### config.mk
export PLATFORM = sky130hd
export DESIGN_NAME = thermo_lane_resp
export DESIGN_NICKNAME = d
export VERILOG_FILES = /design/src/rtl/thermo_pkg.sv /design/src/rtl/thermo_sensor_bank.sv /design/src/rtl/thermo_ctrl.sv /design/src/rtl/thermo_lane_resp.sv
export SDC_FILE = /design/constraint.sdc
export NUM_CORES = 1
export LEC_CHECK = 0
export ABC_AREA = 1
export CORE_MARGIN = 3
export CORE_UTILIZATION = 45
export CTS_CLUSTER_SIZE = 40
export DETAILED_ROUTE_END_ITERATION = 10
export DONT_BUFFER_PORTS = 1
export SLEW_MARGIN = 10
export SYNTH_ARGS = -nofsm -noshare
export SYNTH_HDL_FRONTEND = slang
export SYNTH_HIERARCHICAL = 1
export SYNTH_SLANG_ARGS = --single-unit
### constraint.sdc
create_clock -name clk_i -period 4.4 [get_ports clk_i]
set_input_delay 0.88 -clock clk_i [delete_from_list [all_inputs] [get_ports clk_i]]
set_output_delay 0.88 -clock clk_i [all_outputs]
set_load 0.01 [all_outputs]
### src/rtl/thermo_pkg.sv
package thermo_pkg;
  localparam logic [1:0] CTL_RESET  = 2'd0;
  localparam logic [1:0] CTL_CLK_LO = 2'd1;
  localparam logic [1:0] CTL_CLK_HI = 2'd2;

  localparam logic [1:0] DAT_LOW    = 2'd0;
  localparam logic [1:0] DAT_HIGH   = 2'd1;
  localparam logic [1:0] DAT_RD_EN  = 2'd2;

  typedef enum logic [1:0] {
    RM_NONE = 2'd0,
    RM_TEMP = 2'd1,
    RM_CFG  = 2'd2
  } rd_mode_e;
endpackage

### src/rtl/thermo_sensor_bank.sv
module thermo_sensor_bank
  import thermo_pkg::*;
#(
  parameter int unsigned LANES     = 4,
  parameter int unsigned TEMP_BITS = 9,
  parameter int unsigned CFG_BITS  = 8,
  parameter int unsigned POS_W     = 5,
  parameter logic [TEMP_BITS-1:0] TEMP_RST = TEMP_BITS'(44),
  parameter logic [CFG_BITS-1:0]  CFG_RST  = CFG_BITS'(2)
) (
  input  logic                       clk_i,
  input  logic                       rst_ni,
  input  logic                       side_we_i,
  input  logic                       side_cfg_i,
  input  logic [$clog2(LANES)-1:0]   side_idx_i,
  input  logic [TEMP_BITS-1:0]       side_wdata_i,
  input  logic [POS_W-1:0]           pos_i,
  output logic [LANES-1:0]           temp_bits_o,
  output logic [LANES-1:0]           cfg_bits_o
);
  localparam int unsigned IDX_W = $clog2(LANES);

  for (genvar l = 0; l < LANES; l++) begin : g_lane
    logic [TEMP_BITS-1:0] temp_q;
    logic [CFG_BITS-1:0]  cfg_q;
    logic [TEMP_BITS-1:0] temp_sh;
    logic [CFG_BITS-1:0]  cfg_sh;
    logic                 hit;

    assign hit = side_we_i && (side_idx_i == IDX_W'(l));

    always_ff @(posedge clk_i or negedge rst_ni) begin
      if (!rst_ni) begin
        temp_q <= TEMP_RST;
        cfg_q  <= CFG_RST;
      end else if (hit) begin
        if (side_cfg_i) cfg_q  <= side_wdata_i[CFG_BITS-1:0];
        else            temp_q <= side_wdata_i;
      end
    end

    // shift select: positions past the register width read as zero
    assign temp_sh = temp_q >> pos_i;
    assign cfg_sh  = cfg_q >> pos_i;
    assign temp_bits_o[l] = temp_sh[0];
    assign cfg_bits_o[l]  = cfg_sh[0];
  end
endmodule

### src/rtl/thermo_ctrl.sv
module thermo_ctrl
  import thermo_pkg::*;
#(
  parameter int unsigned CMD_W     = 8,
  parameter int unsigned DATA_W    = 16,
  parameter int unsigned TEMP_BITS = 9,
  parameter int unsigned CFG_BITS  = 8,
  parameter int unsigned POS_W     = 5,
  parameter logic [CMD_W-1:0] CMD_CONV    = 8'hEE,
  parameter logic [CMD_W-1:0] CMD_RD_TEMP = 8'hAA,
  parameter logic [CMD_W-1:0] CMD_RD_CFG  = 8'hAC
) (
  input  logic              clk_i,
  input  logic              rst_ni,
  input  logic              ctrl_we_i,
  input  logic [1:0]        ctrl_code_i,
  input  logic              data_we_i,
  input  logic [1:0]        data_code_i,
  input  logic              rd_i,
  output rd_mode_e          mode_o,
  output logic [POS_W-1:0]  pos_o,
  output logic              rd_take_o,
  output logic              clk_low_o,
  output logic              err_o,
  output logic [DATA_W-1:0] word_o
);
  localparam int unsigned CPW   = $clog2(CMD_W + 1);
  localparam int unsigned MAXRD = (TEMP_BITS > CFG_BITS) ? TEMP_BITS : CFG_BITS;
  localparam int unsigned MAXL  = (DATA_W > MAXRD) ? DATA_W : MAXRD;

  logic [CMD_W-1:0]  cmd_q, cmd_d;
  logic [CPW-1:0]    cpos_q, cpos_d;
  logic [POS_W-1:0]  dpos_q, dpos_d;
  logic [DATA_W-1:0] word_q, word_d;
  logic              err_q, err_d;
  logic              clk_lo_q, clk_lo_d;
  logic              clr;
  logic              ctrl_hit, data_hit, rd_hit;
  logic              cmd_full, bit_hi;
  logic [POS_W-1:0]  rd_last;
  rd_mode_e          mode;

  assign ctrl_hit = ctrl_we_i;
  assign data_hit = data_we_i && !ctrl_we_i;
  assign rd_hit   = rd_i && !ctrl_we_i && !data_we_i;
  assign cmd_full = (cpos_q == CPW'(CMD_W));
  assign bit_hi   = (data_code_i == DAT_HIGH);

  always_comb begin
    mode = RM_NONE;
    if (cmd_full) begin
      if (cmd_q == CMD_RD_TEMP)     mode = RM_TEMP;
      else if (cmd_q == CMD_RD_CFG) mode = RM_CFG;
    end
  end

  assign rd_last = (mode == RM_TEMP) ? POS_W'(TEMP_BITS - 1) : POS_W'(CFG_BITS - 1);

  always_comb begin
    cmd_d    = cmd_q;
    cpos_d   = cpos_q;
    dpos_d   = dpos_q;
    word_d   = word_q;
    err_d    = err_q;
    clk_lo_d = clk_lo_q;
    clr      = 1'b0;
    if (ctrl_hit) begin
      unique case (ctrl_code_i)
        CTL_RESET: begin
          clr   = 1'b1;
          err_d = 1'b0;
        end
        CTL_CLK_LO: clk_lo_d = 1'b1;
        CTL_CLK_HI: clk_lo_d = 1'b0;
        default: ;
      endcase
    end else if (data_hit) begin
      if (data_code_i == DAT_RD_EN) begin
        dpos_d = '0;
      end else if (clk_lo_q) begin
        if (!cmd_full) begin
          cmd_d  = cmd_q | (CMD_W'(bit_hi) << cpos_q);
          cpos_d = cpos_q + 1'b1;
          if (cpos_q == CPW'(CMD_W - 1)) begin
            if (cmd_d == CMD_CONV) clr = 1'b1;
            else if (cmd_d != CMD_RD_TEMP && cmd_d != CMD_RD_CFG) err_d = 1'b1;
          end
        end else begin
          if (dpos_q < POS_W'(DATA_W)) word_d = word_q | (DATA_W'(bit_hi) << dpos_q);
          if (dpos_q != POS_W'(MAXL)) dpos_d = dpos_q + 1'b1;
        end
      end
    end else if (rd_hit && mode != RM_NONE) begin
      if (dpos_q >= rd_last) clr = 1'b1;
      else dpos_d = dpos_q + 1'b1;
    end
    if (clr) begin
      cmd_d  = '0;
      cpos_d = '0;
      dpos_d = '0;
      word_d = '0;
    end
  end

  always_ff @(posedge clk_i or negedge rst_ni) begin
    if (!rst_ni) begin
      cmd_q    <= '0;
      cpos_q   <= '0;
      dpos_q   <= '0;
      word_q   <= '0;
      err_q    <= 1'b0;
      clk_lo_q <= 1'b0;
    end else begin
      cmd_q    <= cmd_d;
      cpos_q   <= cpos_d;
      dpos_q   <= dpos_d;
      word_q   <= word_d;
      err_q    <= err_d;
      clk_lo_q <= clk_lo_d;
    end
  end

  assign mode_o    = mode;
  assign pos_o     = dpos_q;
  assign rd_take_o = rd_hit;
  assign clk_low_o = clk_lo_q;
  assign err_o     = err_q;
  assign word_o    = word_q;
endmodule

### src/rtl/thermo_lane_resp.sv
module thermo_lane_resp
  import thermo_pkg::*;
#(
  parameter int unsigned LANES     = 4,
  parameter int unsigned CMD_W     = 8,
  parameter int unsigned TEMP_BITS = 9,
  parameter int unsigned CFG_BITS  = 8,
  parameter int unsigned DATA_W    = 16,
  parameter logic [TEMP_BITS-1:0] TEMP_RST = TEMP_BITS'(44),
  parameter logic [CFG_BITS-1:0]  CFG_RST  = CFG_BITS'(2),
  parameter logic [CMD_W-1:0] CMD_CONV    = 8'hEE,
  parameter logic [CMD_W-1:0] CMD_RD_TEMP = 8'hAA,
  parameter logic [CMD_W-1:0] CMD_RD_CFG  = 8'hAC
) (
  input  logic                     clk_i,
  input  logic                     rst_ni,
  input  logic                     ctrl_we_i,
  input  logic [1:0]               ctrl_code_i,
  input  logic                     data_we_i,
  input  logic [1:0]               data_code_i,
  input  logic                     rd_i,
  output logic [LANES-1:0]         rd_data_o,
  output logic                     rd_valid_o,
  output logic                     err_o,
  output logic [DATA_W-1:0]        data_word_o,
  input  logic                     side_we_i,
  input  logic                     side_cfg_i,
  input  logic [$clog2(LANES)-1:0] side_idx_i,
  input  logic [TEMP_BITS-1:0]     side_wdata_i
);
  localparam int unsigned MAXRD = (TEMP_BITS > CFG_BITS) ? TEMP_BITS : CFG_BITS;
  localparam int unsigned MAXL  = (DATA_W > MAXRD) ? DATA_W : MAXRD;
  localparam int unsigned POS_W = $clog2(MAXL + 1);

  rd_mode_e         mode;
  logic [POS_W-1:0] pos;
  logic             rd_take;
  logic             clk_low;
  logic [LANES-1:0] temp_bits, cfg_bits;
  logic [LANES-1:0] rd_data_q;
  logic             rd_valid_q;

  thermo_ctrl #(
    .CMD_W(CMD_W), .DATA_W(DATA_W), .TEMP_BITS(TEMP_BITS), .CFG_BITS(CFG_BITS),
    .POS_W(POS_W), .CMD_CONV(CMD_CONV), .CMD_RD_TEMP(CMD_RD_TEMP),
    .CMD_RD_CFG(CMD_RD_CFG)
  ) u_ctrl (
    .clk_i       (clk_i),
    .rst_ni      (rst_ni),
    .ctrl_we_i   (ctrl_we_i),
    .ctrl_code_i (ctrl_code_i),
    .data_we_i   (data_we_i),
    .data_code_i (data_code_i),
    .rd_i        (rd_i),
    .mode_o      (mode),
    .pos_o       (pos),
    .rd_take_o   (rd_take),
    .clk_low_o   (clk_low),
    .err_o       (err_o),
    .word_o      (data_word_o)
  );

  thermo_sensor_bank #(
    .LANES(LANES), .TEMP_BITS(TEMP_BITS), .CFG_BITS(CFG_BITS), .POS_W(POS_W),
    .TEMP_RST(TEMP_RST), .CFG_RST(CFG_RST)
  ) u_bank (
    .clk_i        (clk_i),
    .rst_ni       (rst_ni),
    .side_we_i    (side_we_i),
    .side_cfg_i   (side_cfg_i),
    .side_idx_i   (side_idx_i),
    .side_wdata_i (side_wdata_i),
    .pos_i        (pos),
    .temp_bits_o  (temp_bits),
    .cfg_bits_o   (cfg_bits)
  );

  always_ff @(posedge clk_i or negedge rst_ni) begin
    if (!rst_ni) begin
      rd_data_q  <= '0;
      rd_valid_q <= 1'b0;
    end else begin
      rd_valid_q <= rd_take;
      if (rd_take) begin
        unique case (mode)
          RM_TEMP: rd_data_q <= temp_bits;
          RM_CFG:  rd_data_q <= cfg_bits;
          default: rd_data_q <= '0;
        endcase
      end
    end
  end

  assign rd_data_o  = rd_data_q;
  assign rd_valid_o = rd_valid_q;
endmodule

-- After elaboration in Yosys (flattened, before gate mapping)
Index checks and enable logic that the tools add are counted.
- input bits: 22
- register bits after elaboration: 108
- bits in read-only memories: 0
- word-level logic and storage cells: 151
- bits in writable memories: 0
- latch bits: 0
- memories: 0
- output and inout bits: 22
- bitwise logic cells: 3
- equality and inequality tests: 28
- multiplexer cells: 53
- multipliers: 0
- magnitude comparators: 2
- add/subtract/negate cells: 2
- reduce and logical (&&, ||, !) cells: 37
- divide/modulo/power cells: 0
- shifts and indexed selects: 10
- operators with widths (cell ; number):
    $mux 16 ; 7
    $mux 8 ; 6
    $mux 5 ; 9
    $shr 9x5->1 ; 4
    $shr 8x5->1 ; 4
    $mux 4 ; 7
    $eq 8x8->1 const B ; 3
    $reduce_bool 2->1 ; 10
    $mux 1 ; 19
    $reduce_and 2->1 ; 9
    $ne 8x8->1 const B ; 2
    $or 16x16->16 ; 1
    $shl 1x5->16 ; 1
    $reduce_and 6->1 ; 2
    $eq 2x2->1 const B ; 5
    $logic_and 1x1->1 ; 9
    $eq 2x1->1 const B ; 4
    $ne 2x1->1 const B ; 4
    $ne 4x3->1 const B ; 2
    $or 8x8->8 ; 1
    $pmux 4 s2 ; 1
    $reduce_and 8->1 ; 1
    $shl 1x4->8 ; 1
    $mux 2 ; 3
    16 further kinds ; 20

-- Logic depth before layout (Yosys ltp)
- word-level depth: 13
- depth in mapped cells: 19
- mapped depth without buffers: 19

-- By module
Netlist, hierarchy kept.
- modules (own cells, without submodules) (module ; seq. area each (µm²) ; instances ; cells each ; area an instance (µm²)):
    thermo_sensor_bank ; 1721.7 ; 1 ; 421 ; 3444.6
    thermo_ctrl ; 875.8 ; 1 ; 287 ; 2149.6
    thermo_lane_resp ; 125.1 ; 1 ; 35 ; 262.8

-- Worst setup path after synthesis
OpenSTA, ideal clock, no wires.
- kind: register to register
- start point: reg u_ctrl.cpos_q[0]
- end point: reg u_ctrl.dpos_q[0] (netlist: u_ctrl/pos_o[0])
- buffers on the path: 1
- data required time: 4.329 ns
- clock period less this slack: 2.435 ns
- stages on the path, launching flop included: 18
- library setup time: 0.071 ns
- arrival time: 2.363 ns
- setup slack: 1.965 ns
- path through: dfrtp_1 > inv_1 > ha_1 > nand3_1 > inv_2 > nand3_2 > inv_1 > ha_1 > nand2_1 > inv_1 > o21ai_0 > nand3_1 > o211ai_1 > nand3_1 > nand2_2 > inv_4 > buf_12 > nor2_1
- elaborated cells between the ends (all ways): 28
- those cells by class: 1 x order compare; 9 x eq/ne; 1 x shift; 12 x mux; 1 x bitwise; 4 x reduce/logical
- RTL lines (element ; line ; RTL):
    start: declaration ; thermo_ctrl.sv:32 ; logic [CPW-1:0] cpos_q, cpos_d;
    start signal: assignment ; thermo_ctrl.sv:115 ; cpos_q <= cpos_d;
    $eq 4x4->1 (*) ; thermo_ctrl.sv:46 ; assign cmd_full = (cpos_q == CPW'(CMD_W));
    $mux 2 (*) ; thermo_ctrl.sv:51 ; if (cmd_full) begin
    net mode[0] ; thermo_lane_resp.sv:35 ; rd_mode_e mode;
    $eq 2x1->1 ; thermo_ctrl.sv:57 ; assign rd_last = (mode == RM_TEMP) ? POS_W'(TEMP_BITS - 1) : POS_W'(CFG_BITS - 1);
    $mux 4 ; thermo_ctrl.sv:57 ;
    $ge 5x5->1 ; thermo_ctrl.sv:94 ; if (dpos_q >= rd_last) clr = 1'b1;
    $mux 1 ; thermo_ctrl.sv:94 ;
    $mux 1 ; thermo_ctrl.sv:93 ; end else if (rd_hit && mode != RM_NONE) begin
    $mux 1 ; thermo_ctrl.sv:77 ; end else if (data_hit) begin
    $mux 1 ; thermo_ctrl.sv:67 ; if (ctrl_hit) begin
    $ne 4x2->1 (no line), or another cell as far along ; -- ;
    $reduce_and 6->1 (no line) ; -- ;
    end signal: assignment ; thermo_ctrl.sv:116 ; dpos_q <= dpos_d;
    end: declaration ; thermo_ctrl.sv:33 ; logic [POS_W-1:0] dpos_q, dpos_d;
Mark *: on every way through the listed nets, which the timed path passes. The rest lies on a longest branch.
A chain may end at the register's enable or synchronous reset.

-- Worst setup path after layout
- start point: reg u_ctrl.cpos_q[0]
- end point: reg u_ctrl.word_q[11] (netlist: u_ctrl/word_o[11])
- elaborated cells between the ends (all ways): 28
- those cells by class: 1 x order compare; 6 x eq/ne; 1 x shift; 12 x mux; 1 x bitwise; 7 x reduce/logical
- RTL lines (element ; line ; RTL):
    $eq 4x4->1 (*) ; thermo_ctrl.sv:46 ;
    $mux 2 (*) ; thermo_ctrl.sv:51 ;
    net mode[0] ; thermo_lane_resp.sv:35 ;
    $eq 2x1->1 ; thermo_ctrl.sv:57 ;
    $mux 4 ; thermo_ctrl.sv:57 ;
    $ge 5x5->1 ; thermo_ctrl.sv:94 ;
    $mux 1 ; thermo_ctrl.sv:94 ;
    $mux 1 (*) ; thermo_ctrl.sv:93 ;
    $mux 1 (*) ; thermo_ctrl.sv:77 ;
    $mux 1 (*) ; thermo_ctrl.sv:67 ;
    $ne 2x1->1 (no line) or $reduce_bool 2->1 (tied branches) ; -- ;
    $reduce_and 6->1 (no line) ; -- ;
    end signal: assignment ; thermo_ctrl.sv:117 ; word_q <= word_d;
    end: declaration ; thermo_ctrl.sv:34 ; logic [DATA_W-1:0] word_q, word_d;
Marked as above.

==> metrics list <==
- The run finished with clean final reports.
- TritonCTS clock tree: built
- The die is 120 µm wide.
- Clk pin slew, worst setup/hold paths: 0.07 ns
* Share of the clock period used by the worst path after layout: 0.624
- In this run the vertical extent of the chip is 120 µm.
- Final estimated routing congestion in global placement: 0.901
- Setup total negative slack on the finished layout was measured at 0 ns.
* Number of maximum-capacitance constraint violations: 0
- Startpoint Class: flop
* Hold bufs inserted after CTS: 0
- In this run, synthesis produced a sequential element count of 108.
* Routed WL per cell: 14.8 µm
- The via count of the first global-routing pass is 4594.
- Leading post-synthesis cells by instance count: 205 x nand2_1, 96 x nor2_1, 92 x dfrtp_1, 73 x inv_1, 49 x o21ai_0
- Post-layout power: 0.00256 W
- In this run the tightest slew margin relative to its limit is 0.369.
- The synthesized design spends more area on one cell type than any other, namely dfrtp_1.
- Storage cell area: 2720 µm²
- The area fraction in compound gates after synthesis came to 0.125.
- Count of nets left with antenna violations after detail routing: 0
* XOR/XNOR Fraction of Synth Area: 0.00897
- Setup repair after global routing left no endpoint under its margin.
* Reported leakage power: 3.04 nW
* Mux cell area share after synthesis: 0
* Number of inserted diodes: 0
- Post-synthesis share of cell area spent on full adders, half adders and majority gates: 0.0256
* Starting density of the core: 0.462
- Of the total synthesized cell area, the portion taken by AND, OR, NAND and NOR gates is 0.288.
- The number of setup buffers added after CTS is 0.
* Largest family of logic cells by synthesized area: simple AND/OR/NAND/NOR gates
* Class of the worst hold path: input pin to async pin
- The max-slew violation total from the final report is 0.
* Slew at the pin closest to its max-slew limit: 0.947 ns
- Time the worst path needs with I/O delays and setup: 2.75 ns
- The share of the Yosys chip area taken by registers is 0.465.
* Wire length after detailed routing: 13500 µm
* Post-DR vias/cell: 5.10
- DRC: 0
- Maximum fanout along the worst path: 31
- Across the VDD grid, the largest voltage drop is 204 µV.
* Clock sinks: 108
- In the final layout, the multi-input gates occupy 2620 µm².
- The first global-routing pass estimated 22900 µm of wire.
* Ys async rst share: 1.00
- The worst setup path is captured at a flop.
- Global routing usage summed across all routing layers: 0.199
- In this run, synthesis inferred 0 flip-flops with an integrated enable.
* Most frequent cell after synthesis: nand2_1
- For the worst setup path, the data required time is 4.68 ns.
- CTS placed an instance of clkbuf_16 at the clock tree root.
* H-Tree Depth: 3
- Antenna violations before repair: 0
* Final hold violations: 0
- Summed over all layers, the global routing overflow is 0.
- Crit Reg-Reg Startpoint: u_ctrl/cpos_q[0]
- Routed via count: 4636
- In this run the cell area of the synthesized design comes to 5860 µm².
* Category of the most critical setup path: flop to flop
* Rows: 41
* Fmax achieved: 364 MHz
- From synthesis to final layout, the design area changed by 5.73%.
- Count of yosys warnings during synthesis: 6
- Total core area: 12700 µm²
* Clock buffers created by TritonCTS: 9
- The filler cells instantiated in the layout total 1243.
- Counting distinct cell types in the post-synthesis netlist gives 33.
* Initial DRT Pass Iterations: 5
* Max Root-Sink Buffers: 2
* Maximum number of pins on one net before global-route repair: 109
* Die Outline Area: 14400 µm²
* Area contributors post-synth: dfrtp_1 39%, nand2_1 13%, dfstp_2 7.2%
* Worst R2R End: u_ctrl/word_o[11]
* Arrival time worst endpoint: 3.03 ns
- Post-Synthesis Net Count: 777
* Final count of negative-setup-slack endpoints: 0
* Worst hold slack after final layout: 0.217 ns
- For the worst flop-to-flop path, the logic depth is 16.
* Clk Latency, worst-skew pair: 0.35 ns
* Count of input and output buffers: 0
- Mean area per synthesized cell: 7.88 µm²
* Cell area power density: 413 nW/µm²
- R2r setup slk: 1.65 ns
- Top-area cell type share of the netlist area: 0.393
- HPWL Detailed: 9030 µm
- Number of gates resized after cts: 0
* Boundary Pins: 44
- Top flip-flop cell by instance count after synthesis: dfrtp_1
- The detailed router finished its first iteration with 298 violations.
- Final-stage net count: 766
* Post-synthesis cell count: 743
* Proportion of layout cells with a drive suffix above 1: 0.145
- For the final database, setup skew stands at 0.00842 ns.
worst max-delay path: stages, from the launching register on:
cell,delay (ns)
dfrtp_1,0.44
inv_1,0.15
ha_1,0.16
nand3_1,0.15
inv_2,0.13
nand3_2,0.13
inv_1,0.16
ha_1,0.27
nand2_1,0.08
inv_1,0.03
o21ai_0,0.14
nand3_1,0.12
o211ai_1,0.18
nand3_1,0.11
nand2_2,0.12
inv_4,0.15
nor2_1,0.14
registers in the layout (all words and copies together) (netlist names):
| signal | flops |
|---|---|
| u_ctrl/pos_o | 5 |
| u_bank/g_lane.cfg_q | 32 |
| u_ctrl/word_o | 16 |
| rd_data_o | 4 |
| u_ctrl/err_o | 1 |
| u_ctrl/clk_low_o | 1 |
| u_ctrl/cmd_q | 8 |
| rd_valid_o | 1 |
| u_bank/g_lane.temp_q | 36 |
| u_ctrl/cpos_q | 4 |
placed cells by master (no fill, tap or decap), types with 3 or more instances in the layout:
cell,n
nand2_1,205
nor2_1,96
dfrtp_1,92
inv_1,73
o21ai_0,49
nand3_1,47
o21ai_2,35
a21oi_1,20
dfstp_2,16
ha_1,12
nor2_2,11
inv_2,10
clkbuf_16,9
nor3_1,9
nand4_1,8
nand2_2,7
xor2_1,6
nor2_4,4
o21ai_1,4
a31oi_1,4
nand3_2,3
report_power, final:
group	switching (W)	internal, W	total, W
Clock	0.000360	0.000474	0.000834
Combinational	0.000317	0.000174	0.000491
Sequential	0.0000901	0.00114	0.00123
layer usage:
layer  vias up  global-route usage  part of all wire
li1       2338                   -                 -
met1      2178               0.284              0.49
met2        99               0.301              0.44
met3        21              0.0353             0.041
met4         0              0.0787             0.023
met5         -                   0                 0
stage by stage:
step,instance area [µm²],setup WS (ns),cells,utilization
floorplan,5860,1.97,743,-
global placement,5890,1.79,893,0.465
detailed placement,5890,1.70,893,0.465
CTS,6190,1.66,909,0.489
global route,6190,1.33,909,0.489
finish,6190,1.65,909,0.489
worst max path at each step:
stage,from,end,depth (start not counted)
3_3_place_gp,u_ctrl/cpos_q[0],u_ctrl/pos_o[4],19
4_1_cts,u_ctrl/cpos_q[0],u_ctrl/word_o[11],16
3_5_place_dp,u_ctrl/cpos_q[0],u_ctrl/cmd_q[7],16
6_report,u_ctrl/cpos_q[0],u_ctrl/word_o[11],16
5_1_grt,u_ctrl/cpos_q[0],u_ctrl/pos_o[3],19
2_1_floorplan,u_ctrl/cpos_q[0],u_ctrl/pos_o[0],17
logic make-up after synthesis:
logic type,count (synthesis)
adders and majority gates,12
and+or+nand+nor,393
AOI/OAI and AO/OA,116
DFF,108
xor gates and xnor gates,6
buffers and inverters,108
area by class of cell:
type | instances | share of cell area
well taps | 172 | 0.0348
flip-flops and latches | 108 | 0.440
clock inverters | 3 | 0.00707
clock buffers | 13 | 0.0420
multi-input cells | 527 | 0.423
repair buffers | 2 | 0.00242
inverters | 84 | 0.0513
Note: power is estimated with default switching activity, not from simulation.
